<file path="src/rtl/shadow_itlb.sv">
module shadow_itlb #(
  parameter int EA_W  = 32,
  parameter int PG_SH = 12,
  parameter int PID_W = 8,
  parameter int ZONES = 16,
  parameter int NENT  = 4
) (
  input  logic                  clk,
  input  logic                  rst_n,
  input  logic                  fetch_req,
  input  logic [EA_W-1:0]       fetch_ea,
  input  logic                  fetch_user,
  output logic                  fetch_hit,
  output logic                  fetch_fault,
  output logic [EA_W-1:0]       fetch_ra,
  output logic                  refill_req,
  output logic [EA_W-PG_SH-1:0] refill_vpn,
  output logic [PID_W-1:0]      refill_pid,
  input  logic                  refill_valid,
  input  logic [EA_W-PG_SH-1:0] refill_rpn,
  input  logic [PID_W-1:0]      refill_rpid,
  input  logic [$clog2(ZONES)-1:0] refill_zone,
  input  logic                  utlb_wr,
  input  logic                  pid_wr,
  input  logic [PID_W-1:0]      pid_in,
  input  logic                  zpr_wr,
  input  logic [2*ZONES-1:0]    zpr_in,
  input  logic                  msr_wr,
  input  logic                  msr_ir,
  input  logic                  msr_dr,
  input  logic                  irq_entry,
  input  logic                  rfi,
  input  logic                  isync,
  output logic                  xlate_on,
  output logic                  data_xlate_on,
  output logic                  sync_pending
);
  localparam int VPN_W = EA_W - PG_SH;
  localparam int ZN_W  = $clog2(ZONES);
  localparam int IDX_W = $clog2(NENT);

  logic [VPN_W-1:0] e_tag  [NENT];
  logic [VPN_W-1:0] e_rpn  [NENT];
  logic [PID_W-1:0] e_pid  [NENT];
  logic [ZN_W-1:0]  e_zone [NENT];
  logic [NENT-1:0]  e_vld;
  logic [NENT-1:0]  match;

  logic [PID_W-1:0]   act_pid, pnd_pid, nxt_pid;
  logic [2*ZONES-1:0] act_zpr, pnd_zpr, nxt_zpr;
  logic               act_ir, act_dr, pnd_ir, pnd_dr, nxt_ir, nxt_dr;
  logic [IDX_W-1:0]   rr;
  logic               pend_flag;

  logic [VPN_W-1:0] ea_vpn;
  logic             any_hit;
  logic [VPN_W-1:0] hit_rpn;
  logic [ZN_W-1:0]  hit_zone;
  logic [1:0]       hit_code;
  logic             sync_any, commit, refill_ok;

  assign ea_vpn = fetch_ea[EA_W-1:PG_SH];

  for (genvar g = 0; g < NENT; g++) begin : g_cmp
    assign match[g] = e_vld[g] && (e_tag[g] == ea_vpn) &&
                      ((e_pid[g] == act_pid) || (e_pid[g] == '0));
  end

  always_comb begin
    hit_rpn  = '0;
    hit_zone = '0;
    for (int i = NENT - 1; i >= 0; i--) begin
      if (match[i]) begin
        hit_rpn  = e_rpn[i];
        hit_zone = e_zone[i];
      end
    end
  end

  assign any_hit  = |match;
  assign hit_code = act_zpr[2*hit_zone +: 2];

  assign fetch_hit   = fetch_req && (!act_ir || any_hit);
  assign fetch_ra    = act_ir ? {hit_rpn, fetch_ea[PG_SH-1:0]} : fetch_ea;
  assign fetch_fault = fetch_req && act_ir && any_hit && fetch_user && (hit_code == 2'b00);
  assign refill_req  = fetch_req && act_ir && !any_hit;
  assign refill_vpn  = ea_vpn;
  assign refill_pid  = act_pid;

  assign nxt_pid = pid_wr ? pid_in : pnd_pid;
  assign nxt_zpr = zpr_wr ? zpr_in : pnd_zpr;
  assign nxt_ir  = msr_wr ? msr_ir : pnd_ir;
  assign nxt_dr  = msr_wr ? msr_dr : pnd_dr;

  assign commit    = rfi || isync;
  assign sync_any  = irq_entry || commit;
  assign refill_ok = refill_valid && refill_req && !sync_any;

  assign xlate_on      = act_ir;
  assign data_xlate_on = act_dr;
  assign sync_pending  = pend_flag;

  always_ff @(posedge clk) begin
    if (!rst_n) begin
      e_vld     <= '0;
      act_pid   <= '0;
      act_zpr   <= '0;
      act_ir    <= 1'b0;
      act_dr    <= 1'b0;
      pnd_pid   <= '0;
      pnd_zpr   <= '0;
      pnd_ir    <= 1'b0;
      pnd_dr    <= 1'b0;
      rr        <= '0;
      pend_flag <= 1'b0;
    end else begin
      pnd_pid <= nxt_pid;
      pnd_zpr <= nxt_zpr;
      pnd_ir  <= nxt_ir;
      pnd_dr  <= nxt_dr;
      if (pid_wr || zpr_wr || msr_wr || utlb_wr) pend_flag <= 1'b1;
      if (irq_entry) begin
        e_vld     <= '0;
        rr        <= '0;
        pnd_ir    <= 1'b0;
        pnd_dr    <= 1'b0;
        act_ir    <= 1'b0;
        act_dr    <= 1'b0;
        act_pid   <= nxt_pid;
        act_zpr   <= nxt_zpr;
        pend_flag <= 1'b0;
      end else if (commit) begin
        e_vld     <= '0;
        rr        <= '0;
        act_ir    <= nxt_ir;
        act_dr    <= nxt_dr;
        act_pid   <= nxt_pid;
        act_zpr   <= nxt_zpr;
        pend_flag <= 1'b0;
      end else if (refill_ok) begin
        e_vld[rr] <= 1'b1;
        rr        <= rr + 1'b1;
      end
    end
  end

  always_ff @(posedge clk) begin
    if (refill_ok) begin
      e_tag[rr]  <= ea_vpn;
      e_rpn[rr]  <= refill_rpn;
      e_pid[rr]  <= refill_rpid;
      e_zone[rr] <= refill_zone;
    end
  end

  assert_real_pass_R2: assert property (@(posedge clk) disable iff (!rst_n)
    (fetch_req && !xlate_on) |-> (fetch_hit && fetch_ra == fetch_ea && !refill_req && !fetch_fault));

  assert_refill_fills_R4: assert property (@(posedge clk) disable iff (!rst_n)
    (refill_req && refill_valid && !sync_any) |=> (e_vld[$past(rr)] && rr == $past(rr) + 1'b1));

  assert_hold_state_R6: assert property (@(posedge clk) disable iff (!rst_n)
    !sync_any |=> ($stable(xlate_on) && $stable(act_pid) && $stable(act_zpr) && $stable(data_xlate_on)));

  assert_sync_inval_R7: assert property (@(posedge clk) disable iff (!rst_n)
    commit |=> (e_vld == '0 && !sync_pending));

  assert_irq_real_R8: assert property (@(posedge clk) disable iff (!rst_n)
    irq_entry |=> (!xlate_on && !data_xlate_on && e_vld == '0));

  assert_fault_scope_R9: assert property (@(posedge clk) disable iff (!rst_n)
    fetch_fault |-> (fetch_hit && fetch_user && xlate_on));

  assert_drop_refill_R10: assert property (@(posedge clk) disable iff (!rst_n)
    (sync_any && refill_valid) |=> ($countones(e_vld) == 0));
endmodule

</file>
<file path="config.mk">
export PLATFORM = sky130hd
export DESIGN_NAME = shadow_itlb
export DESIGN_NICKNAME = d
export VERILOG_FILES = /design/src/rtl/shadow_itlb.sv
export SDC_FILE = /design/constraint.sdc
export NUM_CORES = 1
export LEC_CHECK = 0
export BUFFER_PORTS_ARGS = -buffer_cell sky130_fd_sc_hd__buf_2
export CORE_MARGIN = 2
export CORE_UTILIZATION = 61
export DETAILED_ROUTE_END_ITERATION = 10
export PLACE_DENSITY = 0.95
export SYNTH_ARGS = -nofsm -noshare
export SYNTH_HDL_FRONTEND = slang
export SYNTH_SLANG_ARGS = --single-unit
export TNS_END_PERCENT = 50
</file>
<file path="constraint.sdc">
create_clock -name clk -period 10.3 [get_ports clk]
set_clock_uncertainty 0.15 [all_clocks]
set_input_delay 1.545 -clock clk [delete_from_list [all_inputs] [get_ports clk]]
set_output_delay 1.545 -clock clk [all_outputs]
set_load 0.02 [all_outputs]
</file>
* Word level (Yosys, flattened, before mapping)
Memory sizes are Yosys's and may differ from the RTL's.
Index checks and enable logic that the tools add are counted.
** Word-level totals
- Bits in registers :: 91
- Latch bits :: 0
- Memory bits (writable) :: 208
- ROM bits :: 0
- Output and inout port bits :: 66
- Word-level logic and storage cells :: 89
- Memories :: 4
** Operators by class
- $add $sub $neg :: 1
- Multiply operators :: 0
- Div/mod/pow operators :: 0
- Magnitude comparators :: 2
- Equality and inequality tests :: 8
- Shift-type cells :: 1
- Multiplexer cells :: 21
- Bitwise logic cells :: 2
- Reduce and logical (&&, ||, !) cells :: 39
** Memory list
- e_rpn :: words 4, bits a word 20, read ports 4, clocked after Yosys merged registers in 0, wr ports 1, line 43 : logic [VPN_W-1:0] e_rpn [NENT];
- e_tag :: words 4, bits a word 20, read ports 4, clocked after Yosys merged registers in 0, wr ports 1, line 42 : logic [VPN_W-1:0] e_tag [NENT];
- e_pid :: words 4, bits a word 8, read ports 4, clocked after Yosys merged registers in 0, wr ports 1, line 44 : logic [PID_W-1:0] e_pid [NENT];
- e_zone :: words 4, bits a word 4, read ports 4, clocked after Yosys merged registers in 0, wr ports 1, line 45 : logic [ZN_W-1:0] e_zone [NENT];
** Operator list (count)
- two-way mux 32 bit :: 4
- == test 20 bit :: 4
- two-way mux 20 bit :: 4
- == test 8 bit :: 4
- logical NOT 8 bit :: 4
- variable part select 32 x 6 -> 2 bit :: 1
- two-way mux 8 bit :: 3
- logical AND 1 bit :: 17
- two-way mux 4 bit :: 4
- logical OR 1 bit :: 10
- two-way mux 1 bit :: 5
- bitwise OR 4 bit :: 1
- OR reduction 4 bit :: 1
- logical NOT 1 bit :: 3
- less-than comparator 2 x 3 -> 1 bit (second input constant) :: 1
- OR reduction 3 bit :: 1
- adder 2 x 1 -> 2 bit (second input constant) :: 1
- demux 1 bit (select 2 bit) :: 1
- >= comparator 2 x 1 -> 1 bit (second input constant) :: 1
- logical NOT 2 bit :: 1
- nonzero test 2 bit :: 1
- OR reduction 2 bit :: 1
- inverter 1 bit :: 1

* Logic depth before layout (Yosys ltp)
- Word-level depth :: 10
- Depth in mapped cells :: 13
- Mapped depth without buffers :: 10

* Worst setup path after synthesis
OpenSTA, ideal clock, no wires.
- Path type :: input to output
- Start point :: input port fetch_ea[27]
- End point :: output port fetch_fault
- Data arrival time :: 3.965 ns
- Required time :: 8.605 ns
- Path slack :: 4.640 ns
- Cell stages on the path :: 11
- Cell sequence :: clkbuf_1 xor2_1 nor4_1 nand4_1 nor3_4 a31oi_4 a211oi_2 nor2_4 mux2i_1 mux2_2 o311ai_2
** Between the ends
- Longest elaborated chain between the ends :: 10
- Elaborated cells between the ends (all ways) :: 22
- Those cells by class :: 4 x eq/ne; 1 x shift; 4 x mux; 13 x reduce/logical
** Ends and longest elaborated chain
- from (decl) :: line 11 : input logic [EA_W-1:0] fetch_ea,
- == test 20 bit :: line 65 : assign match[g] = e_vld[g] && (e_tag[g] == ea_vpn) &&
- logical AND 1 bit (2 in series) :: line 65
- two-way mux 4 bit (4 in series) :: line 73 : if (match[i]) begin
- variable part select 32 x 6 -> 2 bit :: line 81 : assign hit_code = act_zpr[2*hit_zone +: 2];
- logical NOT 2 bit :: line 85 : assign fetch_fault = fetch_req && act_ir && any_hit && fetch_user && (hit_code == 2'b00);
- logical AND 1 bit (*) :: line 85
- to (decl) :: line 14 : output logic fetch_fault,
Every way passes the cells marked *; elsewhere a longest branch is shown, timed or not.

* Worst setup path after layout
- Start point :: input port fetch_ea[16]
- End point :: output port fetch_fault
Same word-level chain as after synthesis.

==> results.cfg <==
[synthesis]
ys_ff_latch = 299
syn_inst = 958
synth_edf_count = 208
synth_warnings = 0
netlist_top_cells_area = edfxtp_1, dfxtp_1, xor2_1
netlist_area_sq_mm = 0.0125
synthesis.nets = 1080
ys_seq_area_share_pct = 64.7
synth-async-reset-ratio_pct = 0
post-synth-top-area-cell = edfxtp_1
ys.flop_type = edfxtp_1
synth_cell_types = 51
avgSynthCellArea_sq_um = 13.0
yosys.area.top_type_share_pct = 50.1

[timing]
slew_violations = 0
max_freq_ghz = 0.143
min_period_ns = 6.99
fin_ws_ns = 3.31
rsz0062_at_grt = no
fin_crit_sh_pct = 67.9
slew_headroom_pct = 22.2
setup_viol = 0
hold_viol_final = 0
worst_slew_pin_slew_ns = 1.17
fin_tns_setup_ns = 0

[worst_setup_path]
crit_type = primary input to output pin
crit_chain = buf_2 > xnor2_1 > nand4_1 > nor4_1 > nand3_1 > buf_4 > and2_1 > a32o_1 > nor4_1 > a21oi_1 > o211ai_1 > o311ai_2 > buf_2
cp_slowest_cell = nor4_1
cp.arrival_ns = 5.30
cp.required_ns = 8.61
end_kind = output pin
max_stage_delay_ns = 0.82
cp-start-kind = primary input
path_max_fanout = 31

[finish]
synthToLayoutAreaGrowth_pct = 13.3
layout_commonest_cell = edfxtp_1
final_cells = 1352
fillCellCount = 1358
layout_common_cells = edfxtp_1, buf_2, dfxtp_1
drive_above_1_share_pct = 21.9
final_net_count = 1179

[power_and_ir_drop]
p_per_area_mw_per_mm2 = 179
vdd_drop_max_v = 0.000155
total_leakage_power_nw = 5.27

[clock_tree]
ctsRootBufferMaster = clkbuf_16
holdBufCountCts = 0
cts_setup_buffers = 0
tritoncts = built
clkSinkCount = 299
clk_pin_slew_ns = 0.06
insertion_delay_ns = 0.55
cts.path.max_buffers = 3
cts_buffers = 29
post_cts_resized = 0
cts-htree-levels = 1

[placed_design]
gp_congestion = 0.866
place_hpwl_um = 17400
place_inst = 1296
place_ws_ns = 3.39
io_buffers = 159

[drt]
drtIter0Drc = 744
drc = 0
first_pass_iters = 5
wirelength_um = 27000
avgViaCountPerCell = 5.86
wl_per_cell_um = 19.9
vias = 7925
ant_nets = 0

[die]
rows = 52
core-area_sq_mm = 0.0202
initial_core_util_pct = 61.8
die_height_um = 147
die_w_um = 147
ios = 184
die_area_sq_mm = 0.0216

[global_routing]
grt_pass1_wl_um = 41600
antenna_found_initial = 2
grt_pass1_vias = 7655
track_usage_pct = 24.7
grt_max_degree = 54
grt_overflow = 0

[hold_path]
hold_path.class = flop to flop

[run]
cap_violations = 0

[outcome]
status = finished clean
==> report_power, final <==
| part | internal [mW] | switching (mW) |
|---|---|---|
| Sequential | 1.31 | 0.0152 |
| Clock | 0.612 | 0.432 |
| Combinational | 0.0629 | 0.0941 |
| Total | 1.98 | 0.542 |
==> routing by layer <==
layer	track usage, %	part of all wire, %	up-vias
li1	-	-	3669
met1	32.6	40	3819
met2	42.2	49	381
met3	4.50	8.0	56
met4	7.64	3.3	0
met5	0	0	-
==> registers in the layout, summed over array words and instances (netlist names), 2 cells and up <==
signal / count
e_rpn: 80
e_tag: 80
act_zpr: 32
e_pid: 32
pnd_zpr: 32
e_zone: 16
pnd_pid: 8
refill_pid: 8
e_vld: 4
rr: 2
==> worst paths after layout <==
check	startpoint	end	slack, ns	cells past startpoint
setup / recovery	fetch_ea[16]	fetch_fault	3.31	13
hold reg to reg	e_vld[2]$_SDFFE_PP0N_	e_vld[2]$_SDFFE_PP0N_	0.32	1
hold / removal	e_vld[2]$_SDFFE_PP0N_	e_vld[2]$_SDFFE_PP0N_	0.32	1
setup reg to reg	refill_pid[7]$_SDFFE_PN0P_	e_pid[3][1]$_DFFE_PP_	5.43	11
==> cell usage after synthesis (6+ instances only) <==
master / count
a21oi_1: 11
buf_4: 32
or3_1: 20
nor2_1: 69
and2_1: 6
xor2_1: 85
nand4_1: 9
buf_2: 15
dfxtp_1: 91
o211ai_1: 24
nand3_1: 9
a31oi_1: 7
inv_1: 22
edfxtp_1: 208
nand2_1: 51
o21ai_0: 23
clkbuf_1: 49
o2111ai_1: 18
mux2_2: 7
nor3_1: 12
xnor2_1: 28
mux2i_1: 46
nor4_1: 29
o22a_1: 40
==> through the flow <==
| step | area (sq um) | total power, mW | util [%] | hold slack (ns) |
|---|---|---|---|---|
| global route | 14100 | 2.60 | 70.0 | 0.341 |
| detailed placement | 13200 | 1.50 | 65.2 | 0.307 |
| finish | 14100 | 2.52 | 70.0 | 0.317 |
| global placement | 13200 | 1.50 | 65.2 | 0.293 |
| CTS | 14100 | 2.53 | 70.0 | 0.321 |
| floorplan | 12500 | 1.45 | - | 0.283 |
==> logic make-up (layout without fill, tap and decap cells) <==
group           after synthesis  after routing  share of synthesized area (%)
compound gates              139            139                           8.46
xor+xnor                    113            113                           7.94
fa+ha+maj                     4              4                          0.402
buf+inv                     126            248                           5.09
flops                       299            299                           64.7
mux                          55             55                           4.51
other cells                   0              2                              0
simple gates                222            222                           8.88
==> worst max-delay path, delay by kind of cell <==
kind / cells / cell delay [ns]
xor gates and xnor gates: 1 / 0.26
buffers and inverters: 3 / 0.64
and+or+nand+nor: 5 / 2.03
AOI/OAI and AO/OA: 4 / 0.80
==> area by class of cell <==
type	count	area, sq um	area share (%)
Sequential cell	299	8070	57.1
Inverter	23	86.3	0.611
Timing Repair Buffer	171	886	6.27
Clock inverter	7	72.6	0.514
Multi-Input combinational cell	533	3780	26.8
Tap cell	270	338	2.39
Antenna cell	2	5.00	0.0354
Clock buffer	47	885	6.26
(Power assumes the default switching activity.)
